<file path="config.mk">
export PLATFORM = sky130hd
export DESIGN_NAME = tri_wdt
export DESIGN_NICKNAME = d
export VERILOG_FILES = /design/src/rtl/wdt_pkg.sv /design/src/rtl/wdt_decode.sv /design/src/rtl/wdt_channel.sv /design/src/rtl/tri_wdt.sv
export SDC_FILE = /design/constraint.sdc
export NUM_CORES = 1
export LEC_CHECK = 0
export ABC_AREA = 0
export BUFFER_PORTS_ARGS = -buffer_cell sky130_fd_sc_hd__buf_2
export CORE_MARGIN = 2
export CORE_UTILIZATION = 60
export DETAILED_ROUTE_END_ITERATION = 7
export PLACE_DENSITY = 0.78
export SLEW_MARGIN = 30
export SYNTH_ARGS = -nofsm -noshare
export SYNTH_HDL_FRONTEND = slang
export SYNTH_SLANG_ARGS = --single-unit
</file>
<file path="constraint.sdc">
create_clock -name clk -period 3.05 [get_ports clk]
set_clock_uncertainty 0.2 [all_clocks]
set_input_delay 0.61 -clock clk [delete_from_list [all_inputs] [get_ports clk]]
set_output_delay 0.61 -clock clk [all_outputs]
set_load 0.01 [all_outputs]
</file>
<file path="src/rtl/wdt_pkg.sv">
package wdt_pkg;
  localparam int DATA_W  = 32;
  localparam int NUM_CH  = 3;
  localparam int CH_BITS = $clog2(NUM_CH);
  localparam int ADDR_W  = CH_BITS + 4;

  // word slot within a channel, from addr[3:2]
  localparam logic [1:0] SLOT_CNT  = 2'd0;
  localparam logic [1:0] SLOT_BITE = 2'd1;
  localparam logic [1:0] SLOT_BARK = 2'd2;
  localparam logic [1:0] SLOT_CTRL = 2'd3;

  // control word bit positions
  localparam int CB_IEN = 0;
  localparam int CB_IST = 1;
  localparam int CB_REN = 2;
endpackage

</file>
<file path="src/rtl/wdt_decode.sv">
module wdt_decode
  import wdt_pkg::*;
(
  input  logic [ADDR_W-1:0]  addr,
  input  logic               wr_en,
  output logic               hit,
  output logic [CH_BITS-1:0] ch_sel,
  output logic [1:0]         slot_sel,
  output logic [NUM_CH-1:0]  cnt_we,
  output logic [NUM_CH-1:0]  bite_we,
  output logic [NUM_CH-1:0]  bark_we,
  output logic [NUM_CH-1:0]  ctrl_we
);
  always_comb begin
    ch_sel   = addr[ADDR_W-1:4];
    slot_sel = addr[3:2];
    hit      = (addr[1:0] == 2'b00) && (int'(ch_sel) < NUM_CH);
    if (slot_sel == SLOT_BARK && ch_sel != '0) hit = 1'b0;
  end

  for (genvar c = 0; c < NUM_CH; c++) begin : g_we
    logic sel_c;
    assign sel_c      = wr_en && hit && (int'(ch_sel) == c);
    assign cnt_we[c]  = sel_c && (slot_sel == SLOT_CNT);
    assign bite_we[c] = sel_c && (slot_sel == SLOT_BITE);
    assign bark_we[c] = sel_c && (slot_sel == SLOT_BARK);
    assign ctrl_we[c] = sel_c && (slot_sel == SLOT_CTRL);
  end
endmodule

</file>
<file path="src/rtl/wdt_channel.sv">
module wdt_channel
  import wdt_pkg::*;
#(
  parameter bit HAS_IRQ = 1'b0,
  parameter int W       = DATA_W
) (
  input  logic         clk,
  input  logic         rst_n,
  input  logic         tick,
  input  logic [W-1:0] wdata,
  input  logic         cnt_we,
  input  logic         bite_we,
  input  logic         bark_we,
  input  logic         ctrl_we,
  output logic [W-1:0] cnt_o,
  output logic [W-1:0] bite_o,
  output logic [W-1:0] bark_o,
  output logic         ien_o,
  output logic         ist_o,
  output logic         ren_o,
  output logic         req_o
);
  logic [W-1:0] cnt_q, cnt_d, bite_q, bite_d;
  logic         ren_q, ren_d, req_q, req_d;

  always_comb begin
    cnt_d = cnt_q;
    if (cnt_we)    cnt_d = wdata;
    else if (tick) cnt_d = cnt_q + 1'b1;
    bite_d = bite_we ? wdata : bite_q;
    ren_d  = ctrl_we ? wdata[CB_REN] : ren_q;
    req_d  = req_q | (ren_q && (cnt_q >= bite_q));
  end

  always_ff @(posedge clk or negedge rst_n) begin
    if (!rst_n) begin
      cnt_q  <= '0;
      bite_q <= '0;
      ren_q  <= 1'b0;
      req_q  <= 1'b0;
    end else begin
      cnt_q  <= cnt_d;
      bite_q <= bite_d;
      ren_q  <= ren_d;
      req_q  <= req_d;
    end
  end

  assign cnt_o  = cnt_q;
  assign bite_o = bite_q;
  assign ren_o  = ren_q;
  assign req_o  = req_q;

  if (HAS_IRQ) begin : g_irq
    logic [W-1:0] bark_q, bark_d;
    logic         ien_q, ien_d, ist_q, ist_d;
    logic         clr;

    always_comb begin
      clr    = ctrl_we && wdata[CB_IST];
      bark_d = bark_we ? wdata : bark_q;
      ien_d  = ctrl_we ? wdata[CB_IEN] : ien_q;
      ist_d  = (ist_q && !clr) || (ien_q && (cnt_q >= bark_q));
    end

    always_ff @(posedge clk or negedge rst_n) begin
      if (!rst_n) begin
        bark_q <= '0;
        ien_q  <= 1'b0;
        ist_q  <= 1'b0;
      end else begin
        bark_q <= bark_d;
        ien_q  <= ien_d;
        ist_q  <= ist_d;
      end
    end

    assign bark_o = bark_q;
    assign ien_o  = ien_q;
    assign ist_o  = ist_q;
  end else begin : g_noirq
    logic unused_bark_we;
    assign unused_bark_we = bark_we;
    assign bark_o = '0;
    assign ien_o  = 1'b0;
    assign ist_o  = 1'b0;
  end
endmodule

</file>
<file path="src/rtl/tri_wdt.sv">
module tri_wdt
  import wdt_pkg::*;
(
  input  logic              clk,
  input  logic              rst_n,
  input  logic              tick,
  input  logic              wr_en,
  input  logic [ADDR_W-1:0] addr,
  input  logic [DATA_W-1:0] wdata,
  output logic [DATA_W-1:0] rdata,
  output logic              rst_recovery_o,
  output logic              rst_system_o,
  output logic              irq_o
);
  logic               hit;
  logic [CH_BITS-1:0] ch_sel;
  logic [1:0]         slot_sel;
  logic [NUM_CH-1:0]  cnt_we, bite_we, bark_we, ctrl_we;

  logic [DATA_W-1:0]  cnt_q  [NUM_CH];
  logic [DATA_W-1:0]  bite_q [NUM_CH];
  logic [DATA_W-1:0]  bark_q [NUM_CH];
  logic [NUM_CH-1:0]  ien_q, ist_q, ren_q, req_q;

  wdt_decode u_dec (
    .addr     (addr),
    .wr_en    (wr_en),
    .hit      (hit),
    .ch_sel   (ch_sel),
    .slot_sel (slot_sel),
    .cnt_we   (cnt_we),
    .bite_we  (bite_we),
    .bark_we  (bark_we),
    .ctrl_we  (ctrl_we)
  );

  for (genvar c = 0; c < NUM_CH; c++) begin : g_ch
    wdt_channel #(.HAS_IRQ(c == 0), .W(DATA_W)) u_ch (
      .clk     (clk),
      .rst_n   (rst_n),
      .tick    (tick),
      .wdata   (wdata),
      .cnt_we  (cnt_we[c]),
      .bite_we (bite_we[c]),
      .bark_we (bark_we[c]),
      .ctrl_we (ctrl_we[c]),
      .cnt_o   (cnt_q[c]),
      .bite_o  (bite_q[c]),
      .bark_o  (bark_q[c]),
      .ien_o   (ien_q[c]),
      .ist_o   (ist_q[c]),
      .ren_o   (ren_q[c]),
      .req_o   (req_q[c])
    );
  end

  always_comb begin
    rdata = '0;
    if (hit) begin
      case (slot_sel)
        SLOT_CNT:  rdata = cnt_q[ch_sel];
        SLOT_BITE: rdata = bite_q[ch_sel];
        SLOT_BARK: rdata = bark_q[ch_sel];
        default: begin
          rdata[CB_IEN] = ien_q[ch_sel];
          rdata[CB_IST] = ist_q[ch_sel];
          rdata[CB_REN] = ren_q[ch_sel];
        end
      endcase
    end
  end

  assign rst_recovery_o = req_q[0];
  assign rst_system_o   = |req_q[NUM_CH-1:1];
  assign irq_o          = ist_q[0];
endmodule

</file>
-- Word-level counts from Yosys, hierarchy flattened
Index checks and enable logic that the tools add are counted.
- word-level logic and storage cells: 91
- bits in registers: 232
- input bits: 42
- output and inout port bits: 35
- reduce and logical (&&, ||, !) cells: 32
- equality and inequality tests: 5
- multiplexer cells: 25
- add/sub/neg operators: 3
- magnitude comparators: 7
- bitwise logic cells: 4
- operators by type and width (cell ; number):
    $mux W32 ; 13
    $bmux W32 S2 ; 3
    $ge A32 B32 Y1 ; 4
    $add A32 B1 Y32 const B ; 3
    $pmux W29 S3 ; 1
    $logic_and A1 B1 Y1 ; 22
    $pmux W3 S3 ; 1
    $eq A2 B2 Y1 const B ; 4
    $reduce_bool A2 Y1 ; 4
    $bmux W1 S2 ; 3
    $logic_not A2 Y1 ; 3
    $mux W1 ; 4
    $ge A3 B3 Y1 const B ; 1
    $lt A2 B3 Y1 const B ; 1
    $not A2 Y3 ; 1
    $or A1 B1 Y1 ; 3
    $eq A2 B1 Y1 const B ; 1
    $lt A2 B2 Y1 const B ; 1
    $reduce_or A2 Y1 ; 1
    $logic_not A1 Y1 ; 1
    $logic_or A1 B1 Y1 ; 1

-- Depth between registers and ports, before layout
Gate-level depths: netlist of run 1.
- depth after elaboration: 10
- depth in mapped cells: 8
- depth with buffers taken out: 7

-- By module
Synthesis of run 1 repeated with hierarchy kept, for this count alone.
- cell total of the unflattened synthesis: 1956
- area total of the unflattened synthesis: 16992.5 um2
- by module, submodules not included (module ; sequential area each (um2) ; times used ; area each (um2) ; cells an instance):
    wdt_channel at g_ch[1].u_ch ... ; 1651.6 ; 2 ; 4057.6 ; 447
    wdt_channel at g_ch[0].u_ch ; 2502.4 ; 1 ; 5716.7 ; 646
    tri_wdt ; 0.0 ; 1 ; 2937.8 ; 384
    wdt_decode ; 0.0 ; 1 ; 222.7 ; 32

-- Least setup slack after synthesis of run 1
Ideal clock, no wire load.
- path kind: input to output
- start point: input port addr[4]
- end point: output port rdata[12]
- data arrival time: 2250 ps
- required time: 2240 ps
- stages: 7
- slack: -10 ps
- cell sequence: clkbuf_1 > buf_1 > buf_1 > mux2i_1 > o21ai_0 > a22oi_1 > a21oi_1
- word-level cells in the longest chain between the ends: 6
- RTL lines (what ; RTL line ; RTL):
    from (decl) ; tri_wdt.sv:8 ; input logic [ADDR_W-1:0] addr,
    $not A2 Y3 (implied by the code) ; tri_wdt.sv:61, tri_wdt.sv:62, tri_wdt.sv:63 ;
    $bmux W32 S2 (on tied branches) ; tri_wdt.sv:63, tri_wdt.sv:61, tri_wdt.sv:62 ;
    $mux W32 (on tied branches) (2 in a row) ; tri_wdt.sv:63, tri_wdt.sv:61, tri_wdt.sv:62 ;
    $pmux W29 S3 ; tri_wdt.sv:60 ; case (slot_sel)
    $mux W32 (*) ; tri_wdt.sv:59 ; if (hit) begin
    to (decl) ; tri_wdt.sv:10 ; output logic [DATA_W-1:0] rdata,
Mark *: on every way between the ends. The rest lies on a longest branch, timed or not. The select of a mux whose other input is x is not followed.

-- Worst setup path after layout of run 1
- start point: input port addr[3]
- end point: output port rdata[20]
- word-level cells in the longest chain between the ends: 4
- RTL lines (what ; RTL line ; RTL):
    $eq A2 B2 Y1 ; wdt_decode.sv:18, tri_wdt.sv:60 ;
    $logic_and A1 B1 Y1 ; wdt_decode.sv:18 ; if (slot_sel == SLOT_BARK && ch_sel != '0) hit = 1'b0;
    $mux W1 ; wdt_decode.sv:18 ;
    $mux W32 (*) ; tri_wdt.sv:59 ;
Mark *: on every way between the ends. The rest lies on a longest branch, timed or not.

==> results_dict.tcl, run 1 <==
set metrics [dict create \
    use_met2 0.520 \
    core_um2 26000 \
    hold_path_class "input pin to register" \
    status "completed" \
    clock_tree.root_cell "clkbuf_16" \
    peakVddDrop_mv 0.526 \
    max_freq_mhz 342 \
    drv_cap 0 \
    avgSynthCellArea_um2 9.28 \
    grt_max_degree 67 \
    rows 59 \
    synthFlopType "dfrtp_1" \
    final_antenna_net_count 0 \
    fin_crit_ns 2.92 \
    end_kind "output port" \
    layout.nets 1954 \
    drt-total-wl_mm 44.6 \
    reg2reg_from "g_ch[0].u_ch.cnt_o[6]$_DFFE_PN0P_" \
    die_y_um 166 \
    final.setup.worst_slack_ns 0.126 \
    path_clk_slew_ns 0.06 \
    setup_violations 0 \
    dpl.cell_count 2086 \
    clk_latency_ns 0.53 \
    design_area_um2 17700 \
    dieArea_um2 27700 \
    syn_to_final_growth_pct 11.7 \
    cp-start-kind "input pin" \
    grt_first_pass_wirelength_mm 72.5 \
    grt.total_usage 0.325 \
    use_met3 0.0542 \
    cts_tree "done" \
    busiest_layer "met2" \
    synth-seq-cells 232 \
    hold_end "g_ch[1].u_ch.cnt_o[1]$_DFFE_PN0P_" \
    dr.pass1.iters 7 \
    grt_antenna_before_repair 3 \
    relSlewSlack 0.459 \
    crit_fanout 16 \
    syn_nets 1880 \
    post-route-period-util 0.959 \
    drv_slew 0 \
    netlist-cell-type-count 55 \
    worstHoldStart "wdata[1]" \
    initial_core_util 0.609 \
    stdcell_count 2132 \
    synth-seq-area-share 0.367 \
    dieWidth_um 166 \
    synth-edff-count 0 \
    viasPerCell 6.21 \
    drive_gt1_frac 0.177 \
    port-buffer-count 76 \
    grt_pass1_vias 13500 \
    cp.required_ns 2.24 \
    reg2reg_slack_ns 0.48 \
    finalPower_mw 10.4 \
    synth_area_leaders "dfrtp_1, ha_1, mux2_4" \
    arrival_ns 2.11 \
    ys_async_sr_fraction 1.00 \
    routedWlPerCell_um 20.9 \
    initialDrtViolationCount 1284 \
    synth_warnings 0 \
    cts.sinks 232 \
    cts_inserted_buffers 27 \
    setup_tns_ns 0 \
    io_pins 77 \
    hpwlAfterDp_mm 32.1 \
    crit_path_start "addr[3]" \
    synth_cells 1707 \
    tightest_slew_ns 0.791 \
    grt_overflow 0 \
    vias 13200 \
    path_class "input pin to output port" \
    dpl_cell_area_um2 16900 \
    yosys.area.top_type "dfrtp_1" \
    met1_usage 0.427 \
    r2r_cells 6 \
    synth_top_area_frac 0.367 \
    syn_area_um2 15800 \
    most-common-layout-cells "dfrtp_1, nand2_1, inv_1" \
    p_per_area_nw_per_um2 588 \
    layout_commonest_cell "dfrtp_1" \
    rr_endpoint "g_ch[0].u_ch.cnt_o[31]$_DFFE_PN0P_" \
    holdPathStages 3 \
    place_congestion 0.930 \
    htreeDepth 1 \
    leakagePower_nw 8.02 \
    drc 0 \
    ctsLongestPathBuffers 3 \
    hold_viol_final 0 \
    rsz0062_at_grt "false" \
    pre_cts_ws_ns 0.144 \
    postCtsSetupRepairBufs 0 \
]
==> state kept, by name, indices dropped and copies added (netlist names) <==
| register | flops |
|---|---|
| g_ch.u_ch.bark_o | 32 |
| g_ch.u_ch.bite_o | 96 |
| g_ch.u_ch.ren_o | 3 |
| g_ch.u_ch.cnt_o | 96 |
| g_ch.u_ch.ist_o | 1 |
| g_ch.u_ch.ien_o | 1 |
| g_ch.u_ch.req_o | 3 |
==> logic make-up (layout without fill, tap and decap cells) <==
logic type / count (synthesis) / count (layout) / synth area share
and+or+nand+nor: 494 / 494 / 0.148
AOI/OAI and AO/OA: 333 / 333 / 0.122
DFF: 232 / 232 / 0.367
buffers and inverters: 228 / 316 / 0.0587
muxes: 204 / 204 / 0.154
adders and majority gates: 132 / 132 / 0.104
xor gates and xnor gates: 84 / 84 / 0.0465
other: 0 / 2 / 0
==> critical path, stage by stage <==
cell and delay (ns):
buf_2 0.11, nor2b_4 0.12, maj3_2 0.31, nor3_1 0.19, nand2_1 0.18, buf_12 0.20, a21oi_1 0.21, buf_2 0.18
==> per-layer routing <==
layer	vias up	part of all wire
met1	6455	0.41
met2	489	0.46
li1	6154	-
met5	-	0
met4	0	0.055
met3	142	0.072
==> layout make-up <==
cell class / count / area, um2
multi-input cells: 1247 / 9140
diodes: 2 / 5.00
repair buffers: 129 / 968
well taps: 335 / 419
inverters: 144 / 541
flip-flops and latches: 232 / 5810
clock inverters: 7 / 71.3
fillers: 2035 / 8290
clock buffers: 36 / 739
==> where the power goes <==
part	internal, mW	switching (mW)	total [mW]	leakage, nW
clock	1.77	1.30	3.06	0.394
sequential	3.59	0.753	4.34	3.01
combinational	1.41	1.59	3.00	4.62
==> per-stage QoR <==
step	hold WS (ns)	utilization
floorplan	0.114	-
global placement	0.266	0.649
detailed placement	0.286	0.649
CTS	0.170	0.681
global route	0.198	0.681
finish	0.180	0.681
==> how the worst max path moves through the flow <==
stage,depth (start not counted),slack (ns),end
final,8,0.13,rdata[20]
after global placement,7,0.16,g_ch[2].u_ch.bite_o[16]$_DFFE_PN0P_
after detailed placement,7,0.14,g_ch[1].u_ch.bite_o[13]$_DFFE_PN0P_
after CTS,8,0.17,rdata[20]
after floorplan,7,0.01,rdata[11]
after global routing,8,0.05,rdata[20]
==> Yosys cell counts (4+ instances only) <==
cell type,count
or2_2,4
o21a_1,7
a21o_1,13
a221o_1,5
a211oi_1,6
or4_1,4
and2_1,16
inv_1,144
buf_6,9
mux2_4,58
dfrtp_1,232
a22oi_1,32
nand2_1,222
mux2_2,74
a21oi_1,110
ha_1,131
or3_1,4
nor4_1,17
nor3_1,25
xnor2_1,49
nor2_1,65
buf_1,11
a221oi_1,5
xor2_1,35
nand4_1,36
nand3_1,54
and3_1,16
o21ai_0,133
nand2b_1,4
and4_1,16
clkbuf_1,61
mux2i_1,71
a2111oi_0,5
==> timing repair <==
action	CTS	global route
hold buffers	1	0
resized for setup	0	0
endpoints found under the hold margin	61	0
Note: power is estimated with default switching activity, not from simulation.
==> run 2: changes to the inputs <==
--- a/config.mk
+++ b/config.mk
@@ -7,10 +7,12 @@
 export LEC_CHECK = 0
 export ABC_AREA = 0
 export BUFFER_PORTS_ARGS = -buffer_cell sky130_fd_sc_hd__buf_2
+export CELL_PAD_IN_SITES_DETAIL_PLACEMENT = 1
+export CELL_PAD_IN_SITES_GLOBAL_PLACEMENT = 2
 export CORE_MARGIN = 2
-export CORE_UTILIZATION = 60
+export CORE_UTILIZATION = 40
 export DETAILED_ROUTE_END_ITERATION = 7
-export PLACE_DENSITY = 0.78
+export PLACE_DENSITY_LB_ADDON = 0.1
 export SLEW_MARGIN = 30
 export SYNTH_ARGS = -nofsm -noshare
 export SYNTH_HDL_FRONTEND = slang
==> constraint.sdc (replaced) <==
create_clock -name clk -period 3.2 [get_ports clk]
set_clock_uncertainty 0.2 [all_clocks]
set_input_delay 0.64 -clock clk [delete_from_list [all_inputs] [get_ports clk]]
set_output_delay 0.64 -clock clk [all_outputs]
set_load 0.01 [all_outputs]
==> results_dict.tcl, run 2 (synthesized netlist as in run 1, its figures left out) <==
set metrics [dict create \
    layout.nets 1960 \
    path_clk_slew_ns 0.06 \
    dpl_cell_area_um2 17100 \
    viasPerCell 5.54 \
    status "completed" \
    final_antenna_net_count 0 \
    grt_max_degree 59 \
    drv_cap 0 \
    end_kind "output port" \
    drive_gt1_frac 0.182 \
    drt-total-wl_mm 52.2 \
    nFillCells 4454 \
    grt_overflow 0 \
    arrival_ns 2.16 \
    initialDrtViolationCount 560 \
    most-common-layout-cells "dfrtp_1, nand2_1, inv_1" \
    setup_tns_ns 0 \
    dr_wl_met2_mm 25.6 \
    antennaDiodeCount 0 \
    pre_cts_ws_ns 0.170 \
    final.setup.worst_slack_ns 0.202 \
    path_buf_inv 3 \
    io_pins 77 \
    fin_crit_ns 3.00 \
    dieWidth_um 203 \
    dr.pass1.iters 4 \
    port-buffer-count 76 \
    drc 0 \
    layout_commonest_cell "dfrtp_1" \
    rows 72 \
    hold_path_class "input pin to register" \
    cp_top_family "buffers and inverters" \
    cp-start-kind "input pin" \
    initial_core_util 0.408 \
    clock_tree.root_cell "clkbuf_16" \
    crit_fanout 16 \
    grt.total_usage 0.259 \
    stdcell_count 2328 \
    grt_first_pass_wirelength_mm 82.6 \
    hold_viol_final 0 \
    cpMostUsedCell "buf_2" \
    peakVddDrop_mv 0.331 \
    dieArea_um2 41200 \
    vias 12900 \
    htreeDepth 1 \
    crit_path_cell_trace "buf_2 > nor2b_4 > maj3_2 > nor3_1 > nand2_1 > buf_4 > a21oi_1 > buf_2" \
    design_area_um2 18100 \
    p_per_area_nw_per_um2 582 \
    cp_slowest_cell "maj3_2" \
    hpwlAfterDp_mm 38.7 \
    route.met3.wl_mm 1.25 \
    tightest_slew_ns 0.721 \
    place_congestion 0.836 \
    drv_slew 0 \
    die_y_um 203 \
    cts_tree "done" \
    grt_antenna_before_repair 0 \
    setup_violations 0 \
    ctsLongestPathBuffers 3 \
    rsz0062_at_grt "false" \
    syn_to_final_growth_pct 14.1 \
    top_layer "met4" \
    multi_input_area_um2 9140 \
    routedWlPerCell_um 22.4 \
    core_um2 38800 \
    hold_ws_ns 0.173 \
    clk_latency_ns 0.58 \
    leakagePower_nw 8.10 \
    regArea_um2 5810 \
    cts_resized 0 \
    path_class "input pin to output port" \
    max_freq_mhz 334 \
    cts_inserted_buffers 30 \
    dpl.cell_count 2272 \
    post-route-period-util 0.937 \
    wl_met1_mm 24.3 \
    max_stage_delay_ns 0.32 \
    grt_pass1_vias 13800 \
    cp.required_ns 2.36 \
    relSlewSlack 0.515 \
    cts.sinks 232 \
]
## run 2: cell count changes in the layout (fill, tap and decap cells not counted), sizes merged
| cell | change |
|---|---|
| buf | +3 |
| bufinv | +1 |
| clkbuf | +11 |
| clkinv | +3 |
| clkinvlp | -2 |
| diode | -2 |
| inv | -1 |
## run 2: final timing paths
path                                                    start                                  end  slack [ns]  cells past startpoint
hold reg to reg            g_ch[0].u_ch.bark_o[1]$_DFFE_PN0P_   g_ch[0].u_ch.bark_o[1]$_DFFE_PN0P_        0.28                      2
max in group asynchronous                               rst_n  g_ch[0].u_ch.bark_o[20]$_DFFE_PN0P_        1.66                      3
hold / removal                                       wdata[1]    g_ch[1].u_ch.cnt_o[1]$_DFFE_PN0P_        0.17                      3
setup / recovery                                      addr[3]                            rdata[31]        0.20                      8
min in group asynchronous                               rst_n  g_ch[0].u_ch.bark_o[29]$_DFFE_PN0P_        0.41                      2
setup reg to reg            g_ch[0].u_ch.cnt_o[0]$_DFFE_PN0P_         g_ch[0].u_ch.ist_o$_DFF_PN0_        0.52                      9
## run 2: where the power goes
part,internal (mW),switching (mW)
Sequential,3.42,0.737
Clock,2.07,1.38
Combinational,1.36,1.54
## run 2: worst reg2reg max path: stages (launching register included)
cell and delay [ns]:
dfrtp_1 0.37, inv_1 0.08, ha_1 0.22, nand2b_1 0.16
a2111oi_0 0.58, buf_4 0.20, o21ai_0 0.17, a211oi_1 0.27
buf_4 0.21, o31ai_1 0.10
## run 2: cell type report
type | count | share of cell area
repair buffers | 132 | 0.0521
well taps | 518 | 0.0359
inverters | 144 | 0.0299
clock buffers | 47 | 0.0496
clock inverters | 8 | 0.00519
flip-flops and latches | 232 | 0.321
multi-input cells | 1247 | 0.506
## run 2: per-stage QoR
| stage | utilization | total power [mW] |
|---|---|---|
| floorplan | - | 5.86 |
| global route | 0.465 | 11.2 |
| CTS | 0.465 | 10.6 |
| global placement | 0.440 | 7.00 |
| detailed placement | 0.440 | 7.14 |
| finish | 0.465 | 10.5 |
## run 2: metal layers
metal / vias up / track usage
met2: 175 / 0.453
met5: - / 0
met4: 0 / 0.0581
met3: 66 / 0.0254
li1: 6156 / -
met1: 6508 / 0.347
## run 2: repair_timing
action                                  4_1_cts  5_1_grt
endpoints found under the setup margin        0        0
endpoints found under the hold margin        53        0
buffers inserted                              0        0
hold buffers                                  1        0
==> run 3: changes to the inputs <==
--- a/config.mk
+++ b/config.mk
@@ -9,8 +9,10 @@
 export BUFFER_PORTS_ARGS = -buffer_cell sky130_fd_sc_hd__buf_2
 export CELL_PAD_IN_SITES_DETAIL_PLACEMENT = 1
 export CELL_PAD_IN_SITES_GLOBAL_PLACEMENT = 2
+export CORE_ASPECT_RATIO = 2
 export CORE_MARGIN = 2
 export CORE_UTILIZATION = 40
+export CTS_CLUSTER_DIAMETER = 60
 export DETAILED_ROUTE_END_ITERATION = 7
 export PLACE_DENSITY_LB_ADDON = 0.1
 export SLEW_MARGIN = 30
==> results_dict.tcl, run 3 (synthesized netlist as in run 1, its figures left out) <==
set metrics [dict create \
    status "completed" \
    setup_violations 0 \
    syn_to_final_growth_pct 14.8 \
    hold_viol_final 0 \
    most-common-layout-cells "dfrtp_1, nand2_1, inv_1" \
    dpl_cell_area_um2 17200 \
    routedWlPerCell_um 24.5 \
    path_buf_inv 1 \
    drt-total-wl_mm 57.3 \
    cts_tree "done" \
    rsz0062_at_grt "false" \
    initialDrtViolationCount 490 \
    finalPower_mw 10.7 \
    antennaDiodeCount 0 \
    crit_fanout 8 \
    cp_top_family "compound AO/OA/AOI/OAI gates" \
    dieArea_um2 41300 \
    hold_path_class "input pin to register" \
    dr.pass1.iters 4 \
    port-buffer-count 76 \
    grt_antenna_before_repair 0 \
    cts_inserted_buffers 26 \
    fin_crit_ns 2.97 \
    tightest_slew_ns 0.957 \
    drv_slew 0 \
    reg2reg_slack_ns 0.23 \
    ctsLongestPathBuffers 3 \
    reg2reg_from "g_ch[0].u_ch.cnt_o[0]$_DFFE_PN0P_" \
    rr_endpoint "g_ch[0].u_ch.req_o$_DFF_PN0_" \
    clk_latency_ns 0.55 \
    cp_slowest_cell "dfrtp_1" \
    end_kind "output port" \
    die_y_um 285 \
    viasPerCell 5.58 \
    utilization 0.462 \
    nFillCells 4519 \
    grt_overflow 0 \
    hold_end "g_ch[1].u_ch.cnt_o[16]$_DFFE_PN0P_" \
    cts.sinks 232 \
    initial_core_util 0.403 \
    path_class "register to output port" \
    r2r_cells 8 \
    grt.total_usage 0.281 \
    htreeDepth 1 \
    arrival_ns 2.13 \
    setup_tns_ns 0 \
    final_antenna_net_count 0 \
    worstHoldStart "wdata[16]" \
    layout.nets 1964 \
    peakVddDrop_mv 0.365 \
    cp-start-kind "register" \
    grt_first_pass_wirelength_mm 86.6 \
    vias 13000 \
    place_congestion 0.846 \
    io_pins 77 \
    grt_max_degree 66 \
    p_per_area_nw_per_um2 589 \
    relSlewSlack 0.355 \
    post-route-period-util 0.929 \
    core_um2 39300 \
    leakagePower_nw 8.15 \
    hold_ws_ns 0.214 \
    design_area_um2 18200 \
    rows 103 \
    cp.required_ns 2.36 \
    drv_cap 0 \
    drive_gt1_frac 0.186 \
    layout_commonest_cell "dfrtp_1" \
    holdPathStages 3 \
    dieWidth_um 145 \
    path_clk_slew_ns 0.06 \
    drc 0 \
    max_freq_mhz 336 \
    max_stage_delay_ns 0.55 \
    clock_tree.root_cell "clkbuf_16" \
    hpwlAfterDp_mm 43.1 \
    crit_path_cell_trace "mux2i_1 > o21ai_0 > a22oi_1 > a21oi_1 > buf_2" \
    grt_pass1_vias 14000 \
]
run 3: cell types whose count changed in the layout (fill, tap and decap cells not counted), sizes merged:
cell	delta
clkinv	-1
bufinv	+3
buf	+8
clkinvlp	+1
clkbuf	-10
run 3: worst min-delay path, cell delays in order:
cell,delay (ns)
buf_2,0.15
nand2_1,0.06
o21ai_0,0.06
run 3: report_power, final:
part	leakage (nW)	internal [mW]	switching (mW)
combinational	4.67	1.41	1.66
clock	0.471	2.08	1.35
sequential	3.01	3.42	0.792
total	8.15	6.91	3.79
run 3: through the flow:
step	std cells	setup WS [ns]
floorplan	1707	0.0796
global placement	2287	0.131
detailed placement	2287	0.0690
CTS	2336	0.0404
global route	2336	0.107
finish	2336	0.228
run 3: layout make-up:
type                    instances  area [um2]  area share
multi-input cells            1247        9150       0.504
flip-flops and latches        232        5810       0.319
repair buffers                140        1060      0.0585
clock buffers                  37         773      0.0425
well taps                     525         657      0.0361
inverters                     144         541      0.0297
clock inverters                11         183      0.0101
run 3: worst max path at each step:
stage,cells after the start,startpoint,endpoint
floorplan,7,addr[4],rdata[12]
global placement,8,g_ch[0].u_ch.cnt_o[0]$_DFFE_PN0P_,g_ch[0].u_ch.req_o$_DFF_PN0_
detailed placement,8,g_ch[0].u_ch.cnt_o[0]$_DFFE_PN0P_,g_ch[0].u_ch.req_o$_DFF_PN0_
CTS,8,g_ch[0].u_ch.cnt_o[0]$_DFFE_PN0P_,g_ch[0].u_ch.req_o$_DFF_PN0_
global route,8,g_ch[0].u_ch.cnt_o[0]$_DFFE_PN0P_,g_ch[0].u_ch.req_o$_DFF_PN0_
finish,5,g_ch[0].u_ch.cnt_o[24]$_DFFE_PN0P_,rdata[24]
run 3: per-layer routing:
layer / global-route usage / vias to the layer above / part of all wire
li1: - / 6149 / -
met1: 0.292 / 6573 / 0.36
met2: 0.557 / 218 / 0.57
met3: 0.0222 / 96 / 0.022
met4: 0.125 / 0 / 0.050
met5: 0 / - / 0
run 3: repair_timing:
action	CTS	global route
gates resized for setup	0	1
buffers inserted	0	0
setup endpoints to repair	0	1
hold buffers	1	0
hold endpoints to repair	52	0
